## config.mk

```make
export PLATFORM = sky130hd
export DESIGN_NAME = wdt_event_ctrl
export DESIGN_NICKNAME = d
export VERILOG_FILES = /design/src/rtl/wdt_event_ctrl.sv
export SDC_FILE = /design/constraint.sdc
export NUM_CORES = 1
export LEC_CHECK = 0
export BUFFER_PORTS_ARGS = -buffer_cell sky130_fd_sc_hd__buf_2
export CAP_MARGIN = 20
export CORE_MARGIN = 2
export CORE_UTILIZATION = 55
export CTS_CLUSTER_DIAMETER = 80
export DETAILED_ROUTE_END_ITERATION = 8
export PLACE_DENSITY = 0.79
export SETUP_SLACK_MARGIN = 0.4
export SYNTH_ARGS = -nofsm -noshare
export SYNTH_HDL_FRONTEND = slang
export SYNTH_SLANG_ARGS = --single-unit
export TNS_END_PERCENT = 5
```

## constraint.sdc

```tcl
create_clock -name clk -period 6.7 [get_ports clk]
set_input_delay 0.335 -clock clk [delete_from_list [all_inputs] [get_ports clk]]
set_output_delay 0.335 -clock clk [all_outputs]
set_load 0.005 [all_outputs]
```

## src/rtl/wdt_event_ctrl.sv

```systemverilog
module wdt_event_ctrl #(
  parameter int TB_W     = 64,
  parameter int DW       = 32,
  parameter int BASE_BIT = 16,
  parameter int STEP     = 4
) (
  input  logic          clk,
  input  logic          rst_n,
  input  logic          crit_en_i,
  input  logic          reg_we_i,
  input  logic [1:0]    reg_addr_i,
  input  logic [DW-1:0] reg_wdata_i,
  output logic [DW-1:0] reg_rdata_o,
  output logic          tmo_o,
  output logic          irq_o,
  output logic          rst_core_o,
  output logic          rst_chip_o,
  output logic          rst_sys_o
);

  localparam int NPER = 4;

  logic [TB_W-1:0] tb_q;
  logic [1:0]      per_q, rc_q, last_q;
  logic            ie_q, enw_q, wis_q, tmo_q;
  logic            core_q, chip_q, sys_q;
  logic [NPER-1:0] hit;
  logic            fire, wr_ctrl, wr_stat, wr_set, bite;
  logic            unused_wdata;

  for (genvar g = 0; g < NPER; g++) begin : g_tap
    localparam int K = BASE_BIT + g * STEP;
    assign hit[g] = (tb_q[K:0] == {1'b0, {K{1'b1}}});
  end

  assign fire    = hit[per_q];
  assign bite    = fire && enw_q && wis_q;
  assign wr_ctrl = reg_we_i && (reg_addr_i == 2'd0);
  assign wr_stat = reg_we_i && (reg_addr_i == 2'd1);
  assign wr_set  = reg_we_i && (reg_addr_i == 2'd2);
  assign unused_wdata = ^{reg_wdata_i[DW-1:6], reg_wdata_i[3]};

  always_ff @(posedge clk) begin
    if (!rst_n) begin
      tb_q   <= '0;
      per_q  <= '0;
      ie_q   <= 1'b0;
      rc_q   <= '0;
      enw_q  <= 1'b0;
      wis_q  <= 1'b0;
      last_q <= '0;
      tmo_q  <= 1'b0;
      core_q <= 1'b0;
      chip_q <= 1'b0;
      sys_q  <= 1'b0;
    end else begin
      tb_q   <= tb_q + 1'b1;
      tmo_q  <= fire;
      core_q <= bite && (rc_q == 2'b01);
      chip_q <= bite && (rc_q == 2'b10);
      sys_q  <= bite && (rc_q == 2'b11);
      if (wr_ctrl) begin
        per_q <= reg_wdata_i[1:0];
        ie_q  <= reg_wdata_i[2];
        rc_q  <= rc_q | reg_wdata_i[5:4];
      end
      if (fire) begin
        if (!enw_q)              enw_q  <= 1'b1;
        else if (!wis_q)         wis_q  <= 1'b1;
        else if (rc_q != 2'b00)  last_q <= rc_q;
      end else begin
        if (wr_stat && reg_wdata_i[0]) enw_q <= 1'b0;
        if (wr_stat && reg_wdata_i[1]) wis_q <= 1'b0;
        if (wr_set && reg_wdata_i[0])  enw_q <= 1'b1;
      end
    end
  end

  always_comb begin
    reg_rdata_o = '0;
    case (reg_addr_i)
      2'd0: reg_rdata_o[5:0] = {rc_q, 1'b0, ie_q, per_q};
      2'd1: reg_rdata_o[5:0] = {last_q, 2'b00, wis_q, enw_q};
      2'd2: reg_rdata_o = tb_q[TB_W-1 -: DW];
      default: reg_rdata_o = tb_q[DW-1:0];
    endcase
  end

  assign tmo_o      = tmo_q;
  assign irq_o      = ie_q && crit_en_i && wis_q;
  assign rst_core_o = core_q;
  assign rst_chip_o = chip_q;
  assign rst_sys_o  = sys_q;


  reset_onehot_chk: assert property (@(posedge clk) disable iff (!rst_n)
    $onehot0({rst_core_o, rst_chip_o, rst_sys_o}));


  reset_single_cycle_chk: assert property (@(posedge clk) disable iff (!rst_n)
    (rst_core_o || rst_chip_o || rst_sys_o) |=> !(rst_core_o || rst_chip_o || rst_sys_o));


  reset_needs_armed_chk: assert property (@(posedge clk) disable iff (!rst_n)
    (rst_core_o || rst_chip_o || rst_sys_o) |-> ($past(enw_q) && $past(wis_q) && tmo_o));


  disarmed_no_reset_chk: assert property (@(posedge clk) disable iff (!rst_n)
    !enw_q |=> !(rst_core_o || rst_chip_o || rst_sys_o));


  wis_rise_armed_chk: assert property (@(posedge clk) disable iff (!rst_n)
    $rose(wis_q) |-> ($past(enw_q) && tmo_o));


  rc_sticky_chk: assert property (@(posedge clk) disable iff (!rst_n)
    (rc_q != 2'b00) |=> ((rc_q & $past(rc_q)) == $past(rc_q)));


  tmo_pulse_chk: assert property (@(posedge clk) disable iff (!rst_n)
    tmo_o |=> !tmo_o);

endmodule

```

-- Word-level counts from Yosys, hierarchy flattened
Index checks and enable logic that the tools add are counted.
- bits in registers: 77
- output and inout port bits: 37
- add/subtract/negate cells: 1
- $lt $le $gt $ge: 1
- equality and inequality tests: 10
- multiplexer cells: 10
- bitwise logic cells: 1
- reductions and logical operators: 20
- operator list (operator ; count):
    64-bit by 1-bit adder with 64-bit output (second input constant) ; 1
    26-bit case mux with 2 select lines ; 1
    29-bit by 28-bit equality test with 1-bit output (second input constant) ; 1
    25-bit by 24-bit equality test with 1-bit output (second input constant) ; 1
    21-bit by 20-bit equality test with 1-bit output (second input constant) ; 1
    6-bit case mux with 3 select lines ; 1
    17-bit by 16-bit equality test with 1-bit output (second input constant) ; 1
    1-bit logical AND ; 13
    1-bit two-way mux ; 7
    2-bit equality test (second input constant) ; 3
    2-bit by 1-bit equality test with 1-bit output (second input constant) ; 2
    4-bit AND reduction ; 1
    2-bit nonzero test ; 2
    2-bit by 3-bit < comparator with 1-bit output (second input constant) ; 1
    3-bit nonzero test ; 1
    1-bit binary-select mux with 2-bit select ; 1
    2-bit logical NOT ; 1
    2-bit != test (second input constant) ; 1
    2-bit bitwise OR ; 1
    2-bit AND reduction ; 1
    2-bit OR reduction ; 1

-- Depth between registers and ports, before layout
- depth in word-level cells: 6
- depth in mapped cells: 9
- depth with buffers taken out: 8

-- Least setup slack after synthesis
OpenSTA, ideal clock, no wires.
- path kind: reg2reg
- from: register tb_q[0]
- to: register last_q[0]
- setup time: 0.117 ns
- arrival: 2.245 ns
- required time: 6.583 ns
- slack: 4.338 ns
- cell stages (with the launch flop): 10
- path buffers: 1
- period minus slack after synthesis: 2.362 ns
- path through: dfxtp_1 ha_1 and4_1 nand3_2 clkbuf_1 nor3_1 ha_1 nor3b_1 o2111ai_1 a32o_1
- longest elaborated chain between the ends: 4
- RTL lines (what ; line ; text):
    from (decl) ; 23 ; logic [TB_W-1:0] tb_q;
    from (signal assigned) ; 57 ; tb_q <= tb_q + 1'b1;
    29-bit by 28-bit equality test with 1-bit output, or another cell as far along ; 33 ; assign hit[g] = (tb_q[K:0] == {1'b0, {K{1'b1}}});
    1-bit binary-select mux with 2-bit select * ; 36 ; assign fire = hit[per_q];
    1-bit two-way mux (not written as such) * ; 36 ;
    4-bit AND reduction (no line) * ; n/a ;
    to (signal assigned) ; 70 ; else if (rc_q != 2'b00) last_q <= rc_q;
    to (decl) ; 24 ; logic [1:0] per_q, rc_q, last_q;
Every way passes the cells marked *; elsewhere a longest branch is shown, timed or not. The select of a mux whose other input is x is not followed.
A chain may end at the register's enable or synchronous reset.

-- Worst setup path after layout
- from: register tb_q[0]
- to: register tb_q[60]
- longest elaborated chain between the ends: 1
- RTL lines (what ; line):
    64-bit by 1-bit adder with 64-bit output ; 57
No other way between the ends.

==> flow_summary.toml <==
[run_status]
status = "completed"

[sta]
maxSlewViolCount = 0
rsz0062_at_grt = "false"
finalSetupTns_ns = 0
min_period_over_period = 0.474
clock_skew_ns = 0.00921
min_period_ns = 3.17
final_hold_viol_count = 0
maxSlewHeadroom = 0.324
setup_viol = 0
hold_ws_ns = 0.219
tightest_slew_ns = 1.01
max_freq_mhz = 315

[critical_path]
crit_arrival_ns = 3.45
crit_start = "tb_q[0]"
slowest_delay_ns = 1.06
setup.worst_path.end = "tb_q[60]"
crit_cells = 6
cpMostUsedCell = "or4_1"
critPathSlowestCell = "or4_1"
rrSetupSlack_ns = 3.53
worst-r2r-cell-count = 6
required_ns = 6.97
cp-end-kind = "register"
reg2reg_from = "tb_q[0]"
crit_buf_inv = 0
start_kind = "register"
rr_endpoint = "tb_q[60]"
worst-path-max-fanout = 35
path_delay_family = "simple AND/OR/NAND/NOR gates"
path_cells = "ha_1 > and4_1 > nand3_2 > or4_1 > or4_1 > a21oi_1"
worstSetupPathType = "reg -> reg"

[global_routing]
grt_pass1_wl_um = 16900
grtUsageTotal = 0.251
grt_pass1_vias = 3487
antenna_found_initial = 0
grt-ovfl-total = 0
grt_start_max_net_pins = 42

[clocking]
path_clk_slew_ns = 0.08
cts.path.max_buffers = 2
postCtsSetupRepairBufs = 0
clkSinkCount = 77
cts_tree = "done"
clock_latency_ns = 0.36
numCtsBuffers = 9
cts_hold_buf = 0
cts_htree_levels = 3
ctsResizeCount = 0
cts-root-buf = "clkbuf_8"

[drt]
drcViolationCount = 0
antenna_left = 0
routed_via_density = 6.14
wl_per_cell_um = 15.9
num_vias = 3782
drt-pass1-iter-count = 4
drt-initial-drc-count = 245
wl_um = 9820

[die]
rows = 31
dieArea_um2 = 8260
die_x_um = 90.9
chipHeight_um = 90.9
start_util = 0.569
core_um2 = 7290
ioPinCount = 75

[place]
dpl_cell_area_um2 = 4400
port_buffers = 47
place_congestion = 0.815
place_hpwl_um = 6840

[run]
maxCapViolCount = 0

[power_and_ir_drop]
p_per_area_nw_per_um2 = 185
power.leakage_uw = 0.00160
ir_worst_vdd_mv = 0.0769

[synthesis]
syn_inst = 483
yosys_most_used_dff = "dfxtp_1"
synth_fp_nets = 523
synth_area_per_cell_um2 = 8.60
syn_area_um2 = 4150
synth_top_area_frac = 0.371
ys_top_cells_by_area = "dfxtp_1 37%, mux2i_1 7.5%, a21oi_1 4.6%"
synth_seq_cells = 77
synth_top_area_cell = "dfxtp_1"
synthTopCellsByCount = "77 x dfxtp_1, 40 x nor2_1, 38 x a21oi_1"
ys_warn_count = 0
seq_area_frac_synth = 0.371
synth_edf_count = 0
synth.most_common_cell = "dfxtp_1"
async_flop_share = 0
synth.distinct_cells = 48

[layout]
multi_input_area_um2 = 2430
diodes = 0
area_growth_pct = 10.6
seqCellArea_um2 = 1540
nFillCells = 674
drive_gt1_frac = 0.145
stdcell_area_um2 = 4590
final_nets = 552

[min_path]
hold_path.class = "in -> reg"
==> report_power, final <==
group          total (uW)  switching (uW)  internal, uW  leakage, uW
Clock                 351             170           181    0.0000964
Combinational        35.8            20.5          15.2     0.000882
Sequential            463            3.60           460     0.000621
Total                 851             194           656      0.00160
==> per-layer routing <==
layer  global-route usage  wire length, um  up-vias
met2                0.407             4710      108
li1                     -                -     1843
met1                0.329             4400     1818
met3               0.0626              556       13
met5                    0                0        -
met4               0.0795              153        0
==> worst reg2reg max path, cell delays in order (launching register included) <==
cell and delay [ns]:
dfxtp_1 0.40, ha_1 0.23, and4_1 0.31, nand3_2 0.27, or4_1 1.06, or4_1 0.65, a21oi_1 0.17
==> how the worst min path moves through the flow <==
stage                        start       end  cells after the start
global placement          tb_q[63]  tb_q[63]                      2
detailed placement        tb_q[63]  tb_q[63]                      2
floorplan                  tb_q[0]   tb_q[0]                      1
finish              reg_wdata_i[5]   rc_q[1]                      3
CTS                 reg_wdata_i[5]   rc_q[1]                      3
global route        reg_wdata_i[5]   rc_q[1]                      3
==> logic make-up (layout without fill, tap and decap cells) <==
kind of cell               count (synthesis)  count (layout)  share of synthesized area
muxes                                     36              36                     0.0992
and+or+nand+nor                          215             215                      0.301
DFF                                       77              77                      0.371
buffers and inverters                     43              77                     0.0437
xor gates and xnor gates                  25              25                     0.0527
adders and majority gates                  2               2                    0.00603
AOI/OAI and AO/OA                         85              85                      0.126
==> cell type report <==
cell class,instances,share of cell area
Timing Repair Buffer,48,0.0556
Clock inverter,4,0.0104
Sequential cell,77,0.336
Clock buffer,12,0.0316
Inverter,13,0.0106
Multi-Input combinational cell,363,0.529
Tap cell,99,0.0270
==> through the flow <==
stage / instances / util / worst slack, ns / power [uW]
6_report: 616 / 0.630 / 3.53 / 851
5_1_grt: 616 / 0.630 / 3.29 / 881
4_1_cts: 616 / 0.630 / 3.55 / 857
3_3_place_gp: 599 / 0.600 / 3.63 / 507
3_5_place_dp: 600 / 0.603 / 3.57 / 510
2_1_floorplan: 483 / - / 4.34 / 499
==> sequential cells by signal (all words and copies together) (netlist names) <==
signal,cells
rst_sys_o,1
last_q,2
enw_q,1
tmo_o,1
rst_chip_o,1
per_q,2
tb_q,64
rst_core_o,1
rc_q,2
ie_q,1
wis_q,1
==> cells in the final DEF, fill, tap and decap left out, types with 4 or more instances in the layout <==
cell type	Yosys	final
and4_1	7	7
dfxtp_1	77	77
o21ai_0	13	13
nand2_1	25	25
xor2_1	7	7
a21oi_1	38	38
mux2i_1	31	31
or4_1	21	21
inv_1	12	12
clkbuf_8	0	10
nor3b_1	6	6
nand3_1	18	18
o31ai_1	20	20
nand4_1	14	14
nor3_1	10	10
or3_1	14	14
nor2b_1	27	27
buf_2	1	47
mux4_2	4	4
nor2_1	40	40
nor4_1	10	10
and2_1	4	4
and3_1	7	7
xnor2_1	18	18
No activity file was read; power rests on OpenSTA's default activity.
